File: src/rtl/dce_pkg.sv
// Package: shared types for the single-command DMA copy engine.
// Assumes: at most 8 states; configuration fields are latched together at start.
package dce_pkg;

    typedef enum logic [2:0] {
        ST_IDLE,
        ST_BURST,
        ST_DREQ,
        ST_RD_REQ,
        ST_RD_WAIT,
        ST_WR_REQ,
        ST_WR_WAIT
    } dce_state_e;

    typedef struct packed {
        logic [2:0] rd_code;
        logic [2:0] wr_code;
        logic       rd_inc;
        logic       wr_inc;
        logic       pace_en;
    } dce_cfg_t;

endpackage

File: src/rtl/dce_step_calc.sv
// Module: dce_step_calc
// Computes the byte length of the next access as the smallest of the read
// width, write width, bytes left in the burst and bytes left in the command.
// Assumes: BURST_W+1 <= SIZE_W+1; width codes above MAX_CODE are clamped.
module dce_step_calc #(
    parameter int SIZE_W   = 24,
    parameter int BURST_W  = 8,
    parameter int LEN_W    = 4,
    parameter int MAX_CODE = 3
) (
    input  logic [2:0]       rd_code,
    input  logic [2:0]       wr_code,
    input  logic [SIZE_W:0]  rem,
    input  logic [BURST_W:0] burst_left,
    output logic [LEN_W-1:0] step
);
    localparam int CW = SIZE_W + 1;

    logic [2:0]    code;
    logic [CW-1:0] cand;

    // Pick the narrower side, clamp it to the bus, then clip by burst and command.
    always_comb begin
        code = (rd_code < wr_code) ? rd_code : wr_code;
        if (code > 3'(MAX_CODE)) code = 3'(MAX_CODE);
        cand = CW'(1) << code;
        if (rem < cand) cand = rem;
        if (CW'(burst_left) < cand) cand = CW'(burst_left);
        step = cand[LEN_W-1:0];
    end

endmodule

File: src/rtl/dce_addr_ctr.sv
// Module: dce_addr_ctr
// One side's address register: loads the start address and, when enabled,
// steps forward by the completed access length.
// Assumes: step is stable for the whole access that it advances over.
module dce_addr_ctr #(
    parameter int ADDR_W = 32,
    parameter int LEN_W  = 4
) (
    input  logic              clk,
    input  logic              rst_n,
    input  logic              load,
    input  logic [ADDR_W-1:0] base,
    input  logic              adv,
    input  logic              inc,
    input  logic [LEN_W-1:0]  step,
    output logic [ADDR_W-1:0] addr
);

    // Hold, load or advance the address.
    always_ff @(posedge clk) begin
        if (!rst_n) begin
            addr <= '0;
        end else if (load) begin
            addr <= base;
        end else if (adv && inc) begin
            addr <= addr + ADDR_W'(step);
        end
    end

endmodule

File: src/rtl/dce_seq.sv
// Module: dce_seq
// Control sequencer: bursts, pacing, the read-then-write access pair,
// remaining byte count, cancel and the done pulse.
// Assumes: one access outstanding; mem_ack arrives only for a granted access.
module dce_seq
    import dce_pkg::*;
#(
    parameter int SIZE_W  = 24,
    parameter int BURST_W = 8,
    parameter int LEN_W   = 4,
    parameter int DATA_W  = 64
) (
    input  logic               clk,
    input  logic               rst_n,
    input  logic               start,
    input  logic               cancel,
    input  logic [SIZE_W-1:0]  size_m1,
    input  logic [BURST_W-1:0] burst_m1,
    input  logic               pace_en,
    input  logic               dev_req,
    input  logic [LEN_W-1:0]   step,
    input  logic               mem_gnt,
    input  logic               mem_ack,
    input  logic [DATA_W-1:0]  mem_rdata,
    output logic               mem_req,
    output logic               mem_we,
    output logic [DATA_W-1:0]  mem_wdata,
    output logic               load,
    output logic               rd_adv,
    output logic               wr_adv,
    output logic [SIZE_W:0]    rem,
    output logic [BURST_W:0]   burst_left,
    output logic               busy,
    output logic               done
);
    localparam int RW = SIZE_W + 1;
    localparam int BW = BURST_W + 1;

    dce_state_e        state;
    logic              abort_q;
    logic              abort;
    logic [DATA_W-1:0] data_q;
    logic [RW-1:0]     rem_n;
    logic [BW-1:0]     bl_n;
    logic [BW-1:0]     blen;

    // Decode the handshake outputs and the next-count values.
    always_comb begin
        abort   = abort_q | cancel;
        busy    = (state != ST_IDLE);
        mem_req = (state == ST_RD_REQ) || (state == ST_WR_REQ);
        mem_we  = (state == ST_WR_REQ);
        load    = start && (state == ST_IDLE);
        rd_adv  = (state == ST_RD_WAIT) && mem_ack;
        wr_adv  = (state == ST_WR_WAIT) && mem_ack;
        rem_n   = rem - RW'(step);
        bl_n    = burst_left - BW'(step);
        blen    = BW'(burst_m1) + BW'(1);
    end

    assign mem_wdata = data_q;

    // Main state register with counts, captured read data and abort latch.
    always_ff @(posedge clk) begin
        if (!rst_n) begin
            state      <= ST_IDLE;
            rem        <= '0;
            burst_left <= '0;
            abort_q    <= 1'b0;
            done       <= 1'b0;
            data_q     <= '0;
        end else begin
            done <= 1'b0;
            if (cancel && state != ST_IDLE) abort_q <= 1'b1;
            case (state)
                ST_IDLE: begin
                    abort_q <= 1'b0;
                    if (start) begin
                        rem   <= RW'(size_m1) + RW'(1);
                        state <= ST_BURST;
                    end
                end
                ST_BURST: begin
                    if (abort) begin
                        rem   <= '0;
                        state <= ST_IDLE;
                    end else begin
                        burst_left <= (rem < RW'(blen)) ? BW'(rem) : blen;
                        state      <= pace_en ? ST_DREQ : ST_RD_REQ;
                    end
                end
                ST_DREQ: begin
                    if (abort) begin
                        rem   <= '0;
                        state <= ST_IDLE;
                    end else if (dev_req) begin
                        state <= ST_RD_REQ;
                    end
                end
                ST_RD_REQ: begin
                    if (mem_gnt) state <= ST_RD_WAIT;
                end
                ST_RD_WAIT: begin
                    if (mem_ack) begin
                        data_q <= mem_rdata;
                        if (abort) begin
                            rem   <= '0;
                            state <= ST_IDLE;
                        end else begin
                            state <= ST_WR_REQ;
                        end
                    end
                end
                ST_WR_REQ: begin
                    if (mem_gnt) state <= ST_WR_WAIT;
                end
                ST_WR_WAIT: begin
                    if (mem_ack) begin
                        if (abort) begin
                            rem   <= '0;
                            state <= ST_IDLE;
                        end else begin
                            rem        <= rem_n;
                            burst_left <= bl_n;
                            if (rem_n == '0) begin
                                done  <= 1'b1;
                                state <= ST_IDLE;
                            end else if (bl_n == '0) begin
                                state <= ST_BURST;
                            end else begin
                                state <= ST_RD_REQ;
                            end
                        end
                    end
                end
                default: state <= ST_IDLE;
            endcase
        end
    end

endmodule

File: src/rtl/dce_cmd_engine.sv
// Module: dce_cmd_engine (top)
// Executes one copy command over a request/grant/ack memory port, with
// per-side widths and increments, bursts, device pacing and cancel.
// Assumes: DATA_W is a power-of-two number of bytes, at least 8 bits.
module dce_cmd_engine
    import dce_pkg::*;
#(
    parameter int ADDR_W  = 32,
    parameter int DATA_W  = 64,
    parameter int SIZE_W  = 24,
    parameter int BURST_W = 8,
    localparam int MAX_CODE = $clog2(DATA_W / 8),
    localparam int LEN_W    = MAX_CODE + 1
) (
    input  logic               clk,
    input  logic               rst_n,
    input  logic               start,
    input  logic               cancel,
    input  logic [ADDR_W-1:0]  cfg_rd_addr,
    input  logic [ADDR_W-1:0]  cfg_wr_addr,
    input  logic [SIZE_W-1:0]  cfg_size_m1,
    input  logic [2:0]         cfg_rd_code,
    input  logic [2:0]         cfg_wr_code,
    input  logic               cfg_rd_inc,
    input  logic               cfg_wr_inc,
    input  logic [BURST_W-1:0] cfg_burst_m1,
    input  logic               cfg_pace_en,
    input  logic               dev_req,
    output logic               mem_req,
    output logic               mem_we,
    output logic [ADDR_W-1:0]  mem_addr,
    output logic [LEN_W-1:0]   mem_len,
    output logic [DATA_W-1:0]  mem_wdata,
    input  logic               mem_gnt,
    input  logic               mem_ack,
    input  logic [DATA_W-1:0]  mem_rdata,
    output logic               busy,
    output logic               done,
    output logic [SIZE_W-1:0]  remain_m1
);
    localparam int NSIDE = 2;   // index 0 = read side, 1 = write side

    dce_cfg_t           cfg_q;
    logic [BURST_W-1:0] burst_q;
    logic               load;
    logic               rd_adv;
    logic               wr_adv;
    logic [SIZE_W:0]    rem;
    logic [BURST_W:0]   burst_left;
    logic [LEN_W-1:0]   step;
    logic [ADDR_W-1:0]  side_base [NSIDE];
    logic [ADDR_W-1:0]  side_addr [NSIDE];
    logic               side_adv  [NSIDE];
    logic               side_inc  [NSIDE];

    // Latch the per-command configuration when a start is accepted.
    always_ff @(posedge clk) begin
        if (!rst_n) begin
            cfg_q   <= '0;
            burst_q <= '0;
        end else if (load) begin
            cfg_q   <= '{rd_code: cfg_rd_code, wr_code: cfg_wr_code,
                         rd_inc: cfg_rd_inc, wr_inc: cfg_wr_inc,
                         pace_en: cfg_pace_en};
            burst_q <= cfg_burst_m1;
        end
    end

    dce_seq #(
        .SIZE_W (SIZE_W),
        .BURST_W(BURST_W),
        .LEN_W  (LEN_W),
        .DATA_W (DATA_W)
    ) u_seq (
        .clk       (clk),
        .rst_n     (rst_n),
        .start     (start),
        .cancel    (cancel),
        .size_m1   (cfg_size_m1),
        .burst_m1  (burst_q),
        .pace_en   (cfg_q.pace_en),
        .dev_req   (dev_req),
        .step      (step),
        .mem_gnt   (mem_gnt),
        .mem_ack   (mem_ack),
        .mem_rdata (mem_rdata),
        .mem_req   (mem_req),
        .mem_we    (mem_we),
        .mem_wdata (mem_wdata),
        .load      (load),
        .rd_adv    (rd_adv),
        .wr_adv    (wr_adv),
        .rem       (rem),
        .burst_left(burst_left),
        .busy      (busy),
        .done      (done)
    );

    dce_step_calc #(
        .SIZE_W  (SIZE_W),
        .BURST_W (BURST_W),
        .LEN_W   (LEN_W),
        .MAX_CODE(MAX_CODE)
    ) u_step (
        .rd_code   (cfg_q.rd_code),
        .wr_code   (cfg_q.wr_code),
        .rem       (rem),
        .burst_left(burst_left),
        .step      (step)
    );

    assign side_base[0] = cfg_rd_addr;
    assign side_base[1] = cfg_wr_addr;
    assign side_adv[0]  = rd_adv;
    assign side_adv[1]  = wr_adv;
    assign side_inc[0]  = cfg_q.rd_inc;
    assign side_inc[1]  = cfg_q.wr_inc;

    // One address counter per side.
    for (genvar s = 0; s < NSIDE; s++) begin : g_side
        dce_addr_ctr #(
            .ADDR_W(ADDR_W),
            .LEN_W (LEN_W)
        ) u_ctr (
            .clk  (clk),
            .rst_n(rst_n),
            .load (load),
            .base (side_base[s]),
            .adv  (side_adv[s]),
            .inc  (side_inc[s]),
            .step (step),
            .addr (side_addr[s])
        );
    end

    assign mem_addr  = mem_we ? side_addr[1] : side_addr[0];
    assign mem_len   = step;
    assign remain_m1 = rem[SIZE_W-1:0] - SIZE_W'(1);

endmodule

File: config.mk
export PLATFORM = sky130hd
export DESIGN_NAME = dce_cmd_engine
export DESIGN_NICKNAME = d
export VERILOG_FILES = /design/src/rtl/dce_pkg.sv /design/src/rtl/dce_step_calc.sv /design/src/rtl/dce_addr_ctr.sv /design/src/rtl/dce_seq.sv /design/src/rtl/dce_cmd_engine.sv
export SDC_FILE = /design/constraint.sdc
export NUM_CORES = 1
export LEC_CHECK = 0
export BUFFER_PORTS_ARGS = -buffer_cell sky130_fd_sc_hd__buf_2
export CORE_MARGIN = 2
export CORE_UTILIZATION = 49
export CTS_CLUSTER_SIZE = 8
export DETAILED_ROUTE_END_ITERATION = 6
export GPL_TIMING_DRIVEN = 0
export PLACE_DENSITY = 0.84
export SYNTH_ARGS = -nofsm -noshare
export SYNTH_HDL_FRONTEND = slang
export SYNTH_SLANG_ARGS = --single-unit
File: constraint.sdc
create_clock -name clk -period 8.1 [get_ports clk]
set_input_delay 1.215 -clock clk [delete_from_list [all_inputs] [get_ports clk]]
set_output_delay 1.215 -clock clk [all_outputs]
set_load 0.005 [all_outputs]
==> results.tsv, run 1 <==
metric	value	unit
status	finished clean	
vias in the first global route	12200	
min Tclk post-route	7.66	ns
Final Hold Vio Count	0	
Setup crit end kind	flip-flop	
cell area after synthesis	11400	um^2
Row Count	55	
DRC errors left	0	
Synth Warn #	0	
pwr dens	237	nW/um^2
Initial Util	0.502	
Crit Path Category	flip-flop to flip-flop	
Inserted Clock Buffers	17	
GR Util All Layers	0.321	
Synth Instances	1518	
Sink Count	184	
hold_ws	0.456	ns
Final setup viols	0	
Design Area, Final	14000	um^2
Hold Crit Class	flip-flop to flip-flop	
placed cell area	13300	um^2
I/O pin cnt	304	
Clock Latency Late Sink	0.45	ns
via/cell ratio	5.94	
DIE AREA	24500	um^2
Slew HR	0.217	
clk_skew	0.0147	ns
leakage power	5.91	nW
Int Power	1.97	mW
Clock transition at path regs	0.09	ns
post-synthesis cell type count	70	
Vias	12800	
Final nets	2067	
htree depth	4	
Final period util	0.945	
Max Freq	131	MHz
worst slew pin tran	1.17	ns
root buffer cell	clkbuf_16	
Worst Path Max Fanout	6	
Max Slew Vio Count	0	
core area	22700	um^2
number of max-cap violations	0	
first drt pass iteration count	6	
gr ovfl total	0	
largest net degree at the start of global routing	23	
crit start category	flip-flop	
total wire length	40100	um
antenna-violating nets left	0	
Fillers	2085	
Post-synth ARST share	0	
Gate power share	0.401	
sw frac	0.408	
die height	156	um
global-route wire length before repair	62300	um
syn_area_per_cell	7.51	um^2
NetSw	1.36	mW
DR iter-0 viols	1068	
slowest stage delay, CP	0.46	ns
Crit path required time	8.39	ns
Seq/Total Area, Yosys	0.323	
EDFF count, synth	0	
layout cells sized above 1	0.212	
crit path DAT	7.95	ns
Top FF cell, synth	dfxtp_1	
hold buffers post-CTS	0	
Mapped Nets	1740	
CP max stage cell	nor4b_1	
CTS tree	done	
RD Place Congestion	0.963	
synthesized flop and latch total	184	
Max Buffers Root-to-Sink	2	
Post-DP HPWL	30800	um
port bufs	302	
VDD IR max	0.143	mV
initial antenna violation count	3	
drt wl/cell	18.7	um
final design utilization	0.618	
DIE WIDTH	156	um
Flop pwr share	0.324	
layout overhead on the synthesized area	23.1	%
Clock power frac	0.274	
[flip-flops by register name, indices dropped and copies added, names as in the netlist]
| register | cells |
|---|---|
| g_side.u_ctr.addr | 64 |
| u_seq.mem_wdata | 64 |
| burst_q | 8 |
| u_seq.state | 3 |
| cfg_q | 9 |
| u_seq.rem | 25 |
| u_seq.done | 1 |
| u_seq.abort_q | 1 |
| u_seq.burst_left | 9 |
[through the flow]
| stage | cells | worst slack [ns] | setup TNS [ns] | total power [mW] |
|---|---|---|---|---|
| floorplan | 1518 | 1.23 | 0 | 1.92 |
| global placement | 2105 | 0.246 | 0 | 2.31 |
| detailed placement | 2105 | 0.161 | 0 | 2.34 |
| CTS | 2137 | 0.108 | 0 | 3.25 |
| global route | 2144 | -0.0580 | -0.0813 | 3.50 |
| finish | 2146 | 0.442 | 0 | 3.33 |
[logic make-up (layout without fill, tap and decap cells)]
logic type,count (synthesis),count (layout),synth area share
AO/OA/AOI/OAI,364,364,0.190
XOR/XNOR,118,118,0.0907
adder cells (fa/ha/maj),46,46,0.0531
buffers and inverters,128,468,0.0438
flip-flops,184,184,0.323
multiplexers,41,41,0.0389
other,1,4,0.000329
AND/OR/NAND/NOR,636,636,0.260
[synth_stat cells (6+ instances only)]
master    count  area share
nor4_1       18      0.0099
nor2_1      118       0.039
nand2b_1     11      0.0060
xor2_1       62       0.048
a211oi_1     25       0.016
and4_1        9      0.0069
o221ai_1      6      0.0046
nand2_1     290       0.096
xnor2_1      56       0.043
a31oi_1       8      0.0044
nor3_1       46       0.020
mux2i_1      15       0.013
ha_1         42       0.046
dfxtp_1     184        0.32
buf_2         9      0.0040
a21o_1       11      0.0072
mux2_2       26       0.026
nand3_1      46       0.020
or3_1         9      0.0049
a21oi_1     158       0.069
a22oi_1      12      0.0079
clkbuf_1     86       0.028
inv_1        30      0.0099
and3_1       19       0.010
a311oi_1      6      0.0046
o21ai_0      94       0.041
nand4_1      29       0.016
[worst max-delay path: cells and delay by family, from the launching register on]
family / cells / cell delay [ns]
flops: 1 / 0.38
simple gates: 9 / 1.87
mux: 2 / 0.58
buf+inv: 4 / 0.27
fa+ha+maj: 5 / 1.42
compound gates: 12 / 2.96
[per-layer routing]
metal	share of wire	wire (um)	vias up	GRT usage
met5	0.00027	11	-	0
met4	0.049	1970	2	0.174
met3	0.099	3970	144	0.0742
met2	0.46	18400	678	0.516
met1	0.39	15800	5927	0.398
li1	-	-	6006	-
[cell usage in the layout, fill, tap and decap left out, types with 5 or more instances in the layout]
master and n:
buf_4 6, and4_1 9, buf_2 311, xnor2_1 56, or3_1 9, nor3_1 45
a21oi_1 156, nor2b_1 5, inv_1 30, nand3_1 46, dfxtp_1 184, nor2_1 118
clkbuf_16 17, mux2i_1 14, xor2_1 62, a31oi_1 8, and3_1 19, a21o_1 11
a22oi_1 12, o21ai_0 93, or4_1 5, o221ai_1 6, nand2_1 290, a211oi_1 25
nand4_1 29, and2_1 5, nor4_1 17, a311oi_1 6, nand2b_1 11, ha_1 42
mux2_2 25, clkbuf_1 86, clkinv_8 5
[cell type report]
| class | instances | area, um^2 | share of cell area |
|---|---|---|---|
| Inverter | 32 | 120 | 0.00856 |
| Multi-Input combinational cell | 1206 | 7270 | 0.518 |
| Buffer | 96 | 379 | 0.0270 |
| Clock inverter | 15 | 228 | 0.0162 |
| Antenna cell | 3 | 7.51 | 0.000535 |
| Tap cell | 285 | 357 | 0.0254 |
| Sequential cell | 184 | 3680 | 0.263 |
| Clock buffer | 17 | 425 | 0.0303 |
| Timing Repair Buffer | 308 | 1560 | 0.111 |
[power by group through the flow]
stage | registers (mW) | logic [mW] | clock network [mW]
2_1_floorplan | 1.07 | 0.851 | 0
3_3_place_gp | 1.09 | 1.22 | 0
3_5_place_dp | 1.10 | 1.24 | 0
4_1_cts | 1.08 | 1.25 | 0.922
5_1_grt | 1.09 | 1.45 | 0.955
6_report | 1.08 | 1.34 | 0.913
[repair_timing]
item,in CTS,in global routing
endpoints found under the setup margin,0,14
hold endpoints to repair,0,0
setup buffers,0,6
gates resized for setup,0,12
[final timing paths]
kind                                           from  depth (start not counted)                  end  slack, ns
worst min register to register  u_seq.mem_wdata[51]                          2  u_seq.mem_wdata[51]       0.46
worst min-delay path            u_seq.mem_wdata[51]                          2  u_seq.mem_wdata[51]       0.46
worst max-delay path                       cfg_q[5]                         32           u_seq.done       0.44
worst max register to register             cfg_q[5]                         32           u_seq.done       0.44
Power figures use the tool's default switching activity.
==> run 2, diff against run 1 <==
--- a/config.mk
+++ b/config.mk
@@ -6,12 +6,13 @@
 export NUM_CORES = 1
 export LEC_CHECK = 0
 export BUFFER_PORTS_ARGS = -buffer_cell sky130_fd_sc_hd__buf_2
-export CORE_MARGIN = 2
+export CORE_MARGIN = 1
 export CORE_UTILIZATION = 49
+export CTS_CLUSTER_DIAMETER = 50
 export CTS_CLUSTER_SIZE = 8
 export DETAILED_ROUTE_END_ITERATION = 6
 export GPL_TIMING_DRIVEN = 0
-export PLACE_DENSITY = 0.84
+export PLACE_DENSITY_LB_ADDON = 0.08
 export SYNTH_ARGS = -nofsm -noshare
 export SYNTH_HDL_FRONTEND = slang
 export SYNTH_SLANG_ARGS = --single-unit
==> run 2 against run 1 <==
Against the previous run: design area about the same; critical endpoint is now u_seq.state[0]; largest power group unchanged; first-iteration DRC count down 8.4%; flip-flop and latch count did not move; highest routed layer is now met4.
==> results.tsv, run 2 (synthesis results as in run 1) <==
metric	value	unit	change
status	finished clean		
leakage power	5.91	nW	about the same
VDD IR max	0.111	mV	-22%
Final Hold Vio Count	0		unchanged
placed cell area	13300	um^2	unchanged
Crit Path Category	flip-flop to flip-flop		
DRC errors left	0		unchanged
slowest stage delay, CP	0.44	ns	-0.02 ns
Post-DP HPWL	30300	um	-1.6%
CP max stage cell	a211o_2		
power consumption	3.31	mW	-0.71%
r2r worst-path depth	32		unchanged
Reg2Reg Capture Point	u_seq.state[0]		
Hold Path Depth	2		unchanged
Place WS	0.0544	ns	-0.107 ns
Final nets	2068		+0.048%
Vias	12300		-3.3%
htree depth	4		unchanged
DIE WIDTH	154	um	-1.3%
DR iter-0 viols	978		-8.4%
Design Area, Final	14000	um^2	about the same
Clock Latency Late Sink	0.47	ns	+0.02 ns
hold_sp	u_seq.mem_wdata[42]		
Worst Path Max Fanout	6		unchanged
global-route wire length before repair	62400	um	+0.19%
first drt pass iteration count	5		-1
die height	154	um	-1.3%
Inserted Clock Buffers	17		unchanged
Clock transition at path regs	0.09	ns	about the same
final design utilization	0.618		about the same
final setup margin	0.459	ns	+0.0173 ns
gr ovfl total	0		unchanged
total wire length	39800	um	-0.89%
GR Util met1	0.432		+0.0345
crit path DAT	7.97	ns	+0.02 ns
pwr dens	236	nW/um^2	-0.76%
reg2reg setup slack	0.46	ns	+0.02 ns
Final period util	0.943		-0.00214
port bufs	302		unchanged
Top delay family on crit path	compound AO/OA/AOI/OAI gates		
commonest non-fill, non-tap cell in the layout	buf_2		
RD Place Congestion	0.943		-2.1%
number of max-cap violations	0		unchanged
Max Freq	131	MHz	+0.23%
crit start category	flip-flop		
layer carrying the most global-route usage	met2		
hold buffers post-CTS	0		unchanged
Crit Reg-Reg Startpoint	cfg_q[5]		
Initial Util	0.502		unchanged
Row Count	55		unchanged
worst slew pin tran	1.11	ns	-0.0643 ns
DIE AREA	23900	um^2	-2.5%
clk_skew	0.0249	ns	+0.0102 ns
I/O pin cnt	304		unchanged
met3 Use GR	0.0698		-0.00445
antenna-violating nets left	0		unchanged
Hold Crit Class	flip-flop to flip-flop		
largest net degree at the start of global routing	22		-4.3%
Total Neg Setup Slack	0	ns	unchanged
Setup crit end kind	flip-flop		
Final setup viols	0		unchanged
via/cell ratio	5.74		-3.4%
drt wl/cell	18.5	um	-1.0%
layout overhead on the synthesized area	23.2	%	about the same
Max Slew Vio Count	0		unchanged
core area	22700	um^2	unchanged
Slew HR	0.260		+0.0430
GR Util met2	0.535		+0.0188
Sink Count	184		unchanged
Hold Crit Endpoint	u_seq.mem_wdata[42]		
most frequent cells in the layout	buf_2, nand2_1, dfxtp_1		
initial antenna violation count	5		+2
Buf/Inv on CP	4		unchanged
vias in the first global route	11800		-4.0%
Max Buffers Root-to-Sink	2		unchanged
GR Util All Layers	0.334		+0.0136
CTS tree	done		
layout cells sized above 1	0.215		+0.00258
root buffer cell	clkbuf_16		
min Tclk post-route	7.64	ns	-0.0173 ns
Crit path required time	8.43	ns	+0.04 ns
==> run 2: changes by cell type in the layout (fill, tap and decap cells not counted), moves of 2 or more <==
cell and change:
inv_6 -2, diode_2 +2, inv_12 -2, clkinvlp_4 +2, clkinv_8 +2
==> run 2: worst max-delay path by stage <==
stage / start / to / slack (ns) / depth (start not counted)
after floorplan: cfg_q[5] / u_seq.state[0] / 1.23 / 33
final: cfg_q[5] / u_seq.state[0] / 0.46 / 32
after CTS: cfg_q[5] / u_seq.done / 0.02 / 32
after global placement: cfg_q[5] / u_seq.done / 0.05 / 33
after global routing: cfg_q[5] / u_seq.state[0] / -0.04 / 32
after detailed placement: cfg_q[5] / u_seq.done / 0.05 / 33
==> run 2: power breakdown <==
group | internal, mW | switching (mW)
combinational | 0.537 | 0.809
clock | 0.423 | 0.461
sequential | 0.983 | 0.0929
total | 1.94 | 1.36
==> run 2: cell type report <==
type                    count  area, um^2
clock buffers              17         425
repair buffers            309        1560
inverters                  32         120
multi-input cells        1206        7300
well taps                 285         357
fillers                  2186        8670
plain buffers              96         379
flip-flops and latches    184        3680
clock inverters            15         198
diodes                      5        12.5
==> run 2: tightest hold or removal path: cells and delay by family, from the launching register on <==
family | cells | cell delay (ns)
compound gates | 1 | 0.05
flops | 1 | 0.31
simple gates | 1 | 0.05
==> run 2: what timing repair did <==
action,4_1_cts,5_1_grt
pin swaps,0,2
gates resized for setup,1,15
endpoints found under the setup margin,1,24
setup buffers,0,7
==> run 2: through the flow <==
stage / instances / hold WS [ns]
after floorplan: 1518 / 0.437
after detailed placement: 2105 / 0.444
after CTS: 2137 / 0.456
final: 2149 / 0.455
after global routing: 2146 / 0.475
after global placement: 2105 / 0.439
==> run 2: layer usage <==
layer	vias up	routed length, um
met5	-	0
met4	0	1450
met3	92	3170
met2	526	17800
met1	5725	17400
li1	5998	-
